===== config.mk =====
export PLATFORM = sky130hd
export DESIGN_NAME = chop_ctrl
export DESIGN_NICKNAME = d
export VERILOG_FILES = /design/src/rtl/chop_pkg.sv /design/src/rtl/chop_downcnt.sv /design/src/rtl/chop_softstart.sv /design/src/rtl/chop_ctrl.sv
export SDC_FILE = /design/constraint.sdc
export NUM_CORES = 1
export LEC_CHECK = 0
export BUFFER_PORTS_ARGS = -buffer_cell sky130_fd_sc_hd__buf_4
export CAP_MARGIN = 25
export CORE_ASPECT_RATIO = 1.25
export CORE_MARGIN = 2
export CORE_UTILIZATION = 46
export CTS_CLUSTER_SIZE = 16
export DETAILED_ROUTE_END_ITERATION = 8
export GPL_TIMING_DRIVEN = 0
export HOLD_SLACK_MARGIN = 0.08
export PLACE_DENSITY = 0.7
export SYNTH_ARGS = -nofsm -noshare
export SYNTH_HDL_FRONTEND = slang
export SYNTH_SLANG_ARGS = --single-unit

===== constraint.sdc =====
create_clock -name clk -period 7.4 [get_ports clk]
set_input_delay 1.48 -clock clk [delete_from_list [all_inputs] [get_ports clk]]
set_output_delay 1.48 -clock clk [all_outputs]
set_load 0.005 [all_outputs]

===== src/rtl/chop_pkg.sv =====
package chop_pkg;

    typedef enum logic [1:0] {
        ST_IDLE  = 2'd0,
        ST_ON    = 2'd1,
        ST_DECAY = 2'd2
    } chop_state_t;

    typedef struct packed {
        logic hs_a;
        logic hs_b;
        logic ls_a;
        logic ls_b;
    } gate_t;

    function automatic int unsigned off_cycles(input longint unsigned clk_hz,
                                               input int unsigned window_us);
        return int'((clk_hz / 64'd1_000_000) * window_us);
    endfunction

    function automatic gate_t gate_decode(input chop_state_t st, input logic ph);
        gate_t g;
        g = '0;
        case (st)
            ST_ON: begin
                g.hs_a = ~ph;
                g.ls_b = ~ph;
                g.hs_b = ph;
                g.ls_a = ph;
            end
            ST_DECAY: begin
                g.ls_a = 1'b1;
                g.ls_b = 1'b1;
            end
            default: g = '0;
        endcase
        return g;
    endfunction

endpackage


===== src/rtl/chop_downcnt.sv =====
module chop_downcnt #(
    parameter int W = 8
) (
    input  logic         clk,
    input  logic         rst,
    input  logic         load,
    input  logic [W-1:0] load_val,
    input  logic         en,
    output logic         zero
);
    logic [W-1:0] cnt;

    always_ff @(posedge clk) begin
        if (rst)                    cnt <= '0;
        else if (load)              cnt <= load_val;
        else if (en && cnt != '0)   cnt <= cnt - 1'b1;
    end

    assign zero = (cnt == '0);
endmodule


===== src/rtl/chop_softstart.sv =====
module chop_softstart #(
    parameter int ON_W    = 16,
    parameter int SS_INIT = 64,
    parameter int SS_STEP = 64,
    parameter int MAX_ON  = 12000
) (
    input  logic            clk,
    input  logic            rst,
    input  logic            clr,
    input  logic            adv,
    output logic [ON_W-1:0] lim
);
    localparam logic [ON_W:0] INIT_V = (ON_W+1)'(SS_INIT);
    localparam logic [ON_W:0] STEP_V = (ON_W+1)'(SS_STEP);
    localparam logic [ON_W:0] MAX_V  = (ON_W+1)'(MAX_ON);

    logic [ON_W:0] level;
    logic [ON_W:0] level_nx;

    always_comb begin
        level_nx = level + STEP_V;
        if (level_nx > MAX_V) level_nx = MAX_V;
    end

    always_ff @(posedge clk) begin
        if (rst || clr) begin
            level <= INIT_V;
            lim   <= ON_W'(SS_INIT);
        end else if (adv) begin
            lim   <= level[ON_W-1:0];
            level <= level_nx;
        end
    end

    AST_CAP_BOUND: assert property (@(posedge clk) disable iff (rst)
        lim <= ON_W'(MAX_ON)) else $error("cap above max");
    AST_CAP_HOLD: assert property (@(posedge clk) disable iff (rst)
        (!clr && !adv && !$past(rst)) |=> $stable(lim)) else $error("cap moved");
endmodule


===== src/rtl/chop_ctrl.sv =====
module chop_ctrl #(
    parameter longint unsigned CLK_HZ = 250_000_000,
    parameter int OFF_US    = 50,
    parameter int BLANK_CYC = 16,
    parameter int ON_W      = 16,
    parameter int SS_INIT   = 64,
    parameter int SS_STEP   = 64,
    parameter int MAX_ON    = 12000
) (
    input  logic clk,
    input  logic rst,
    input  logic period_stb,
    input  logic phase_sel,
    input  logic trip_i,
    input  logic fault_i,
    output logic hs_a,
    output logic hs_b,
    output logic ls_a,
    output logic ls_b
);
    import chop_pkg::*;

    localparam int unsigned OFF_CYC = off_cycles(CLK_HZ, OFF_US);
    localparam int          CNT_W   = $clog2(OFF_CYC + 1);

    chop_state_t     st;
    logic            ph_q;
    logic [ON_W-1:0] on_cnt;
    logic [ON_W-1:0] lim;
    logic            start, blank_done, cap_hit, end_on, dec_zero, end_dec;
    gate_t           g;

    assign start      = (st == ST_IDLE) && period_stb && !fault_i;
    assign blank_done = on_cnt >= ON_W'(BLANK_CYC);
    assign cap_hit    = on_cnt == (lim - ON_W'(1));
    assign end_on     = (st == ST_ON) && ((trip_i && blank_done) || cap_hit);
    assign end_dec    = (st == ST_DECAY) && dec_zero;

    chop_softstart #(
        .ON_W(ON_W), .SS_INIT(SS_INIT), .SS_STEP(SS_STEP), .MAX_ON(MAX_ON)
    ) u_ss (
        .clk(clk), .rst(rst), .clr(fault_i), .adv(start), .lim(lim)
    );

    chop_downcnt #(.W(CNT_W)) u_decay (
        .clk(clk), .rst(rst),
        .load(end_on), .load_val(CNT_W'(OFF_CYC - 1)),
        .en(st == ST_DECAY), .zero(dec_zero)
    );

    always_ff @(posedge clk) begin
        if (rst || fault_i) begin
            st <= ST_IDLE;
        end else begin
            case (st)
                ST_IDLE:  if (start)   st <= ST_ON;
                ST_ON:    if (end_on)  st <= ST_DECAY;
                ST_DECAY: if (end_dec) st <= ST_IDLE;
                default:               st <= ST_IDLE;
            endcase
        end
    end

    always_ff @(posedge clk) begin
        if (rst) begin
            ph_q   <= 1'b0;
            on_cnt <= '0;
        end else begin
            if (start) ph_q <= phase_sel;
            if (start)             on_cnt <= '0;
            else if (st == ST_ON)  on_cnt <= on_cnt + 1'b1;
        end
    end

    always_comb begin
        g = gate_decode(st, ph_q);
        if (fault_i) g = '0;
    end

    assign hs_a = g.hs_a;
    assign hs_b = g.hs_b;
    assign ls_a = g.ls_a;
    assign ls_b = g.ls_b;

    AST_START_ON: assert property (@(posedge clk) disable iff (rst)
        (st == ST_IDLE && period_stb && !fault_i) |=> (st == ST_ON || fault_i)) else $error("no turn-on");
    AST_BLANK_MASK: assert property (@(posedge clk) disable iff (rst)
        (st == ST_ON && on_cnt < ON_W'(BLANK_CYC) && !cap_hit && !fault_i) |=> (st == ST_ON || fault_i)) else $error("blank broken");
    AST_DECAY_HOLD: assert property (@(posedge clk) disable iff (rst)
        (st == ST_DECAY && !dec_zero && !fault_i) |=> (st == ST_DECAY || fault_i)) else $error("decay cut");
    AST_FAULT_QUIET: assert property (@(posedge clk) disable iff (rst)
        fault_i |-> !(hs_a || hs_b || ls_a || ls_b)) else $error("gate under fault");
    AST_LEG_EXCL: assert property (@(posedge clk) disable iff (rst)
        !((hs_a && ls_a) || (hs_b && ls_b) || (hs_a && hs_b))) else $error("shoot-through");
endmodule


==> impl_metrics.yaml <==
final_layout:
  drive_above_1_share: 0.133
  fin_nets: 430
  stdcell_area_sq_um: 3570
  antenna_cells: 0
  area_growth_pct: 8.12
cts:
  cts_buffer_depth: 2
  insertion_delay_ns: 0.32
  cts_hold_buf: 0
  root_buffer: "clkbuf_8"
  clkTransAtPathRegs_ns: 0.11
  cts_tree: "yes"
  htreeDepth: 2
  post_cts_buffers: 0
  cts_buffers: 5
  cts_resized: 0
  clock-sinks: 56
global_routing:
  grt_use_met2: 0.338
  antenna_found_initial: 0
  track_usage: 0.188
  grt_pass1_wl_mm: 12.1
  grtUsageMet3: 0.0275
  met1_usage: 0.227
  gr-total-overflow: 0
  grt_pass1_vias: 2716
  grt_max_degree: 20
  top_usage_layer: "met2"
logic_synthesis:
  yosys.area_share.simple: 0.279
  synth_common_cells: "dfxtp_1 (56), nand2_1 (51), nor2_1 (45)"
  synthXorXnorAreaFrac: 0.104
  ys_async_sr_fraction: 0
  synth_adder_area_share: 0.0417
  ys_seq_area_frac: 0.340
  syn_inst: 398
  avgSynthCellArea_sq_um: 8.29
  synth_edf_count: 0
  synth_ff_type: "dfxtp_1"
  synthesis.area_sq_um: 3300
  synth_top_area_cell: "dfxtp_1"
  yosys-top-cells-area: "dfxtp_1 (34%), xnor2_1 (6.1%), nand2_1 (5.8%)"
  syn-num-nets: 415
  synth_compound_area_frac: 0.174
  synth.most_common_cell: "dfxtp_1"
  synth_top_family_by_area: "simple AND/OR/NAND/NOR gates"
  synth_seq_cells: 56
  synth_top_area_share: 0.340
  synth_cell_type_count: 68
  muxShareOfSynthArea: 0.00645
  yosysWarnings: 0
sta:
  setup_viol: 0
  slew_headroom: 0.569
  setup_tns_ns: 0
  clock_skew_ns: 0.0127
  rsz0062_at_grt: "false"
  maxSlewViolCount: 0
  min_period_ns: 3.48
  finalCritPeriodShare: 0.470
  hold_violations: 0
  max_freq_mhz: 287
  tightestPinTransition_ns: 0.646
min_path:
  hold_class: "flop to flop"
  holdPathEnd: "u_ss.lim[14]"
  holdPathStages: 2
  hp-start: "u_ss.level[14]"
drt:
  totalWireLength_mm: 6.76
  drc: 0
  post_drt_wl_per_cell_um: 13.4
  viasPerCell: 5.48
  dr_total_vias: 2760
  ant_nets: 0
  first_iter_violations: 105
  first_pass_iters: 4
worst_setup_path:
  critPathMaxFanout: 7
  worstSetupPathType: "input port to output pin"
  critPathMostFrequentCell: "buf_4"
  cp_slowest_cell: "nand2b_1"
  endpoint_kind: "output pin"
  path_delay_family: "simple AND/OR/NAND/NOR gates"
  reg2reg_slack_ns: 4.70
  worst_ep_required_time_ns: 5.92
  worstPathCellList: "buf_4 > nand2b_1 > nor2_1 > buf_4"
  path_buf_inv: 2
  r2r-start: "u_ss.lim[5]"
  cp-start-kind: "input port"
  r2r-end: "u_decay.cnt[9]"
  reg2reg_depth: 9
  crit_path_max_incr_delay_ns: 0.16
  crit_arrival_ns: 2.00
floorplanning:
  start_util: 0.476
  placementRows: 34
  core_area_sq_um: 6930
  die_width_um: 79.7
  die_area_sq_um: 7870
  die_h_um: 98.7
  io_pins: 10
place:
  port_buffers: 8
  gp_congestion: 0.831
  placed_area_sq_um: 3470
  hpwl_mm: 5.13
job:
  cap_viol_max_count: 0
pwr:
  p_per_area_nw_per_um2: 147
  ir_worst_vdd_mv: 0.0742
  leakage_nw: 1.22
status:
  status: "finished, final reports clean"
placed cells by master (no fill, tap or decap), types with 9 or more instances in the layout:
cell type	netlist	routed
a21oi_1	21	21
clkbuf_1	11	11
dfxtp_1	56	56
ha_1	11	11
inv_1	17	17
nand2_1	51	51
nand3_1	12	12
nand4_1	9	9
nor2_1	45	45
nor3_1	18	18
xnor2_1	23	23
xor2_1	16	16
worst reg2reg max path: stages (launching register included):
cell and delay (ns):
dfxtp_1 0.39, inv_1 0.08, ha_1 0.24, nor4b_2 0.53, o21ai_0 0.16, a21o_2 0.24
nor4_2 0.35, nand3_2 0.14, a21oi_2 0.35, nor3_1 0.09
registers in the layout (all words and copies together) (netlist names):
register     flops
on_cnt          16
u_decay.cnt     14
u_ss.level      12
u_ss.lim        11
st               2
ph_q             1
area by class of cell:
class	count	area, sq um
plain buffers	20	118
clock inverters	3	26.3
well taps	90	113
clock buffers	5	68.8
multi-input cells	305	2000
repair buffers	8	60.1
fillers	665	3370
flip-flops and latches	56	1120
inverters	17	63.8
report_power, final:
group	internal, W	total [W]	switching [W]
combinational	0.0000136	0.0000394	0.0000258
clock	0.0000693	0.000179	0.000110
sequential	0.000303	0.000306	0.00000253
total	0.000386	0.000524	0.000138
worst max path at each step:
stage	startpoint	to	slack, ns	cells past startpoint
finish	fault_i	ls_a	3.92	4
global route	fault_i	ls_a	3.87	4
CTS	fault_i	ls_a	3.91	4
detailed placement	fault_i	ls_b	3.91	4
global placement	fault_i	hs_a	3.92	3
floorplan	fault_i	ls_a	4.18	2
per-layer routing:
metal  vias to the layer above  share of wire
li1                       1424              -
met1                      1292           0.45
met2                        37           0.51
met3                         7          0.024
met4                         0          0.016
met5                         -              0
per-stage QoR:
stage	total power, W	std cells	utilization	setup slack (ns)	hold slack [ns]
6_report	0.000524	504	0.514	3.92	0.479
5_1_grt	0.000543	504	0.514	3.87	0.517
4_1_cts	0.000529	504	0.514	3.91	0.486
3_5_place_dp	0.000352	496	0.501	3.91	0.457
3_3_place_gp	0.000352	496	0.501	3.92	0.446
2_1_floorplan	0.000341	398	-	4.18	0.432
cell families after synthesis:
group | Yosys count
mux | 2
fa+ha+maj | 11
compound gates | 73
buf+inv | 37
flops | 56
xor+xnor | 39
simple gates | 180
Power figures use the tool's default switching activity.
